--- src/rtl/llsc_pkg.sv ---
package llsc_pkg;
  localparam logic [1:0] KIND_LL     = 2'b00;
  localparam logic [1:0] KIND_ST     = 2'b01;
  localparam logic [1:0] KIND_SC     = 2'b10;
  localparam logic [1:0] KIND_ST_ALT = 2'b11;
endpackage

--- src/rtl/llsc_line.sv ---
module llsc_line #(
  parameter int SLOTS = 4,
  parameter int CPU_W = 2,
  parameter int THR_W = 2
) (
  input  logic             clk,
  input  logic             rst,
  input  logic             hit,
  input  logic             inv_hit,
  input  logic [1:0]       kind,
  input  logic [CPU_W-1:0] cpu,
  input  logic [THR_W-1:0] thr,
  output logic             match
);
  import llsc_pkg::*;

  localparam int PTR_W = (SLOTS > 1) ? $clog2(SLOTS) : 1;

  logic [SLOTS-1:0] slot_vld, vld_nxt;
  logic [PTR_W-1:0] ptr, ptr_nxt, wptr;
  logic [CPU_W-1:0] slot_cpu [SLOTS];
  logic [THR_W-1:0] slot_thr [SLOTS];
  logic [SLOTS-1:0] eq;
  logic             is_ll;

  assign is_ll = hit && (kind == KIND_LL);

  for (genvar s = 0; s < SLOTS; s++) begin : g_cmp
    assign eq[s] = slot_vld[s] && (slot_cpu[s] == cpu) && (slot_thr[s] == thr);
  end

  // The invalidate is applied first, so it hides any reservation.
  assign match = (|eq) && !inv_hit;

  always_comb begin
    vld_nxt = slot_vld;
    ptr_nxt = ptr;
    if (inv_hit || (hit && kind != KIND_LL)) begin
      vld_nxt = '0;
      ptr_nxt = '0;
    end
    wptr = inv_hit ? '0 : ptr;
    if (is_ll) begin
      vld_nxt[wptr] = 1'b1;
      ptr_nxt = (wptr == PTR_W'(SLOTS - 1)) ? '0 : wptr + PTR_W'(1);
    end
  end

  always_ff @(posedge clk) begin
    if (rst) begin
      slot_vld <= '0;
      ptr      <= '0;
    end else begin
      slot_vld <= vld_nxt;
      ptr      <= ptr_nxt;
    end
  end

  always_ff @(posedge clk) begin
    if (is_ll) begin
      slot_cpu[wptr] <= cpu;
      slot_thr[wptr] <= thr;
    end
  end

  p_ll_sets_r3: assert property (@(posedge clk) disable iff (rst)
    is_ll |=> slot_vld != '0);
  p_store_clears_r6: assert property (@(posedge clk) disable iff (rst)
    (hit && kind != KIND_LL) |=> slot_vld == '0);
  p_inv_clears_r8: assert property (@(posedge clk) disable iff (rst)
    (inv_hit && !hit) |=> slot_vld == '0);
  p_idle_stable_r10: assert property (@(posedge clk) disable iff (rst)
    (!hit && !inv_hit) |=> $stable(slot_vld));
  p_fill_grows_r11: assert property (@(posedge clk) disable iff (rst)
    (is_ll && !inv_hit && $countones(slot_vld) < SLOTS)
      |=> $countones(slot_vld) == $past($countones(slot_vld)) + 1);
endmodule

--- src/rtl/llsc_resp.sv ---
module llsc_resp (
  input  logic       clk,
  input  logic       rst,
  input  logic       acc_valid,
  input  logic [1:0] acc_kind,
  input  logic       sel_match,
  output logic       rsp_valid,
  output logic       rsp_permit,
  output logic       rsp_sc_ok
);
  import llsc_pkg::*;

  logic is_sc, is_st;
  assign is_sc = (acc_kind == KIND_SC);
  assign is_st = (acc_kind == KIND_ST) || (acc_kind == KIND_ST_ALT);

  always_ff @(posedge clk) begin
    if (rst) begin
      rsp_valid  <= 1'b0;
      rsp_permit <= 1'b0;
      rsp_sc_ok  <= 1'b0;
    end else begin
      rsp_valid  <= acc_valid;
      rsp_permit <= acc_valid && (is_st || (is_sc && sel_match));
      rsp_sc_ok  <= acc_valid && is_sc && sel_match;
    end
  end

  p_ok_needs_permit_r4: assert property (@(posedge clk) disable iff (rst)
    rsp_sc_ok |-> (rsp_permit && rsp_valid));
  p_ok_only_sc_r5: assert property (@(posedge clk) disable iff (rst)
    (acc_valid && !is_sc) |=> !rsp_sc_ok);
endmodule

--- src/rtl/llsc_resv_tracker.sv ---
module llsc_resv_tracker #(
  parameter int NUM_LINES = 8,
  parameter int SLOTS     = 4,
  parameter int CPU_W     = 2,
  parameter int THR_W     = 2,
  localparam int LINE_W   = (NUM_LINES > 1) ? $clog2(NUM_LINES) : 1
) (
  input  logic              clk,
  input  logic              rst,
  input  logic              acc_valid,
  input  logic [LINE_W-1:0] acc_line,
  input  logic [1:0]        acc_kind,
  input  logic [CPU_W-1:0]  acc_cpu,
  input  logic [THR_W-1:0]  acc_thr,
  input  logic              inv_valid,
  input  logic [LINE_W-1:0] inv_line,
  output logic              rsp_valid,
  output logic              rsp_permit,
  output logic              rsp_sc_ok
);
  import llsc_pkg::*;

  logic [NUM_LINES-1:0] hit, inv_hit, match;
  logic                 sel_match;

  for (genvar l = 0; l < NUM_LINES; l++) begin : g_line
    assign hit[l]     = acc_valid && (acc_line == LINE_W'(l));
    assign inv_hit[l] = inv_valid && (inv_line == LINE_W'(l));
    llsc_line #(.SLOTS(SLOTS), .CPU_W(CPU_W), .THR_W(THR_W)) u_line (
      .clk(clk), .rst(rst), .hit(hit[l]), .inv_hit(inv_hit[l]),
      .kind(acc_kind), .cpu(acc_cpu), .thr(acc_thr), .match(match[l])
    );
  end

  assign sel_match = |(match & hit);

  llsc_resp u_resp (
    .clk(clk), .rst(rst), .acc_valid(acc_valid), .acc_kind(acc_kind),
    .sel_match(sel_match), .rsp_valid(rsp_valid), .rsp_permit(rsp_permit),
    .rsp_sc_ok(rsp_sc_ok)
  );

  p_one_hot_hit_r2: assert property (@(posedge clk) disable iff (rst)
    $onehot0(hit));
  p_inv_first_r9: assert property (@(posedge clk) disable iff (rst)
    (acc_valid && inv_valid && acc_line == inv_line && acc_kind == KIND_SC)
      |=> (rsp_valid && !rsp_sc_ok && !rsp_permit));
  p_no_resp_idle_r2: assert property (@(posedge clk) disable iff (rst)
    !acc_valid |=> !rsp_valid);
endmodule

--- config.mk ---
export PLATFORM = sky130hd
export DESIGN_NAME = llsc_resv_tracker
export DESIGN_NICKNAME = d
export VERILOG_FILES = /design/src/rtl/llsc_pkg.sv /design/src/rtl/llsc_line.sv /design/src/rtl/llsc_resp.sv /design/src/rtl/llsc_resv_tracker.sv
export SDC_FILE = /design/constraint.sdc
export NUM_CORES = 1
export LEC_CHECK = 0
export CORE_AREA = 2 2 126 128
export CTS_CLUSTER_DIAMETER = 120
export CTS_CLUSTER_SIZE = 12
export DETAILED_ROUTE_END_ITERATION = 8
export DIE_AREA = 0 0 128 130
export HOLD_SLACK_MARGIN = 0.03
export PLACE_DENSITY = 0.71
export SYNTH_ARGS = -nofsm -noshare
export SYNTH_HDL_FRONTEND = slang
export SYNTH_SLANG_ARGS = --single-unit
--- constraint.sdc ---
create_clock -name clk -period 2.1 [get_ports clk]
set_clock_uncertainty 0.2 [all_clocks]
set_input_delay 0.315 -clock clk [delete_from_list [all_inputs] [get_ports clk]]
set_output_delay 0.315 -clock clk [all_outputs]
set_load 0.005 [all_outputs]
==> run metrics <==
total track usage=0.210; port buffer count=18; via count of the routed design=5,247; Yosys warnings=0; Initial Utilization=0.532; Final WS setup=127 ps; post-synthesis cell area=8200 um^2; Core Footprint=15,400 um^2; syn_nets=720; Area Overhead vs Synth=20.6%; ANT cells=0; endpoint type of the worst setup path=flop; synth top area cells=edfxtp_1, dfxtp_1, xor2_1; adder-cell share of the synthesized area=0.0488; placed cell count=944; Slew @ Worst Pin=390 ps; global placement routability congestion=0.883; Die W=128 um; total grt overflow=0; Post-Route WL=16,500 um; pwr dens=790 nW/um^2; htree depth=4; Post-synth ARST share=0; clock sinks=179; CTS buffer count=17; crit path time final=1970 ps; crit-path max FO=4; clock-pin slew on the worst setup and hold paths=60 ps; LEAKAGE=3.82 nW; top cell type's share of synthesized area=0.469; Worst Path Required=2020 ps; final setup TNS=0 ps; CTS Hold Bufs=0; Post-Layout Cell Count=976; worst relative slew slack=0.738; first-pass GRT wire length=26,500 um; area leader, netlist=edfxtp_1; vias in the first global route=5,239; crit path kind=in2reg; Hold Path Class=in2reg; Pins Over Slew Limit=0; cells after synthesis=672; Final #Nets=819; Fin. Hold Viols=0; drt initial violations=302; complex-gate fraction of the synthesized area=0.0609; synth unique cells=30; largest net degree at the start of global routing=29; Worst-Skew Late Latency=430 ps; Die H=130 um; pre-CTS WS=-619 ps; clock root buffer=clkbuf_16; maximum buffer depth of the clock tree=2; CTS tree=built; part of the Yosys area used for sequential elements=0.593; count of flip-flops with a built-in enable after synthesis=128; die area=16,600 um^2; status=completed; mux contribution to synthesized area=0; vias per inst=5.38; arrival time worst endpoint=1900 ps; Post-Synth Simple-Gate Area=0.125; startpoint types=input pin; most frequent cells after synthesis=edfxtp_1, xor2_1, nor2_1; #FFs+latches synth=179; WL per Instance=16.9 um; layout cells sized above 1=0.181; FP Rows=46; number of antenna violations at the first check in global routing=1; DR pass1 iterations=4; main flop type after synthesis=edfxtp_1; largest family of logic cells by synthesized area=XOR/XNOR gates; xor-xnor portion of the synthesized cell area=0.137; Peak supply drop=0.671 mV; post-route ant nets=0; residual DRC count=0; final setup fails=0; f_max=507 MHz; MaxCap Viol Count=0; RSZ-0062 raised after global routing=no; Final HPWL DP=11,800 um; syn_area_per_cell=12.2 um^2; Top Ports=19; most common cell in the netlist=edfxtp_1; period utilization=0.940
-- sequential cells by signal (all words and copies together), names as in the netlist --
signal and count:
g_line.u_line.slot_cpu 64, u_resp.rsp_sc_ok 1, g_line.u_line.ptr 16, g_line.u_line.slot_thr 64, u_resp.rsp_permit 1, g_line.u_line.slot_vld 32
u_resp.rsp_valid 1
-- area by class of cell --
cell class	count	area, um^2
multi-input combinational	449	3110
sequential	179	4860
inverter	16	60.1
tap	192	240
timing repair buffer	108	966
clock buffer	22	454
clock inverter	10	205
fill	1166	5530
-- where the power goes --
group	total [mW]	switching, mW	internal, mW
Combinational	0.504	0.279	0.225
Clock	3.51	1.25	2.26
Sequential	3.80	0.00700	3.79
Total	7.82	1.54	6.28
-- worst max-delay path, stage by stage --
cell	delay, ps
clkdlybuf4s50_1	520
nor2b_4	240
nand3_1	150
nand2_1	190
ha_1	210
and3_1	270
-- routing by layer --
metal / wire length [um] / vias up / global-route usage
li1: - / 2568 / -
met1: 7190 / 2559 / 0.267
met2: 8290 / 89 / 0.358
met3: 605 / 29 / 0.0394
met4: 380 / 2 / 0.0860
met5: 7 / - / 0
-- cell families after synthesis --
| family | Yosys count |
|---|---|
| flops | 179 |
| compound gates | 74 |
| fa+ha+maj | 32 |
| xor+xnor | 128 |
| buf+inv | 44 |
| simple gates | 215 |
-- path summary, 6_finish.rpt --
| path | end | startpoint | cells after the start | slack, ps |
|---|---|---|---|---|
| worst max-delay path | g_line[3].u_line.slot_cpu[0][1] | inv_valid | 6 | 130 |
| worst min register to register | g_line[6].u_line.slot_vld[2] | g_line[6].u_line.slot_vld[2] | 2 | 320 |
| worst min-delay path | g_line[2].u_line.slot_cpu[3][1] | acc_cpu[1] | 2 | 90 |
| worst max register to register | u_resp.rsp_permit | g_line[0].u_line.slot_thr[1][1] | 7 | 150 |
-- metrics by stage --
stage	util	power, mW	hold WS [ps]	area (um^2)
2_1_floorplan	-	4.14	209	8200
3_3_place_gp	0.595	4.36	297	9170
3_5_place_dp	0.595	4.37	306	9170
4_1_cts	0.638	7.86	78.9	9840
5_1_grt	0.642	8.04	100	9900
6_report	0.642	7.82	90.4	9900
-- cell usage in the layout, fill, tap and decap left out, types with 16 or more instances in the layout --
cell	count
buf_4	80
clkbuf_16	17
nor2_1	55
a31oi_1	19
and3_1	20
nand3_1	29
xor2_1	95
inv_1	16
a22oi_1	32
ha_1	32
dfxtp_1	51
xnor2_1	32
nand2_1	41
edfxtp_1	128
nor3_1	28
-- repair_timing --
action                                  in CTS  in global routing
gates cloned                                 0                  0
pin swaps                                    0                  6
endpoints found under the setup margin      68                 71
setup buffers                                0                  0
gates resized for setup                      2                 14
No activity file was read; power rests on OpenSTA's default activity.
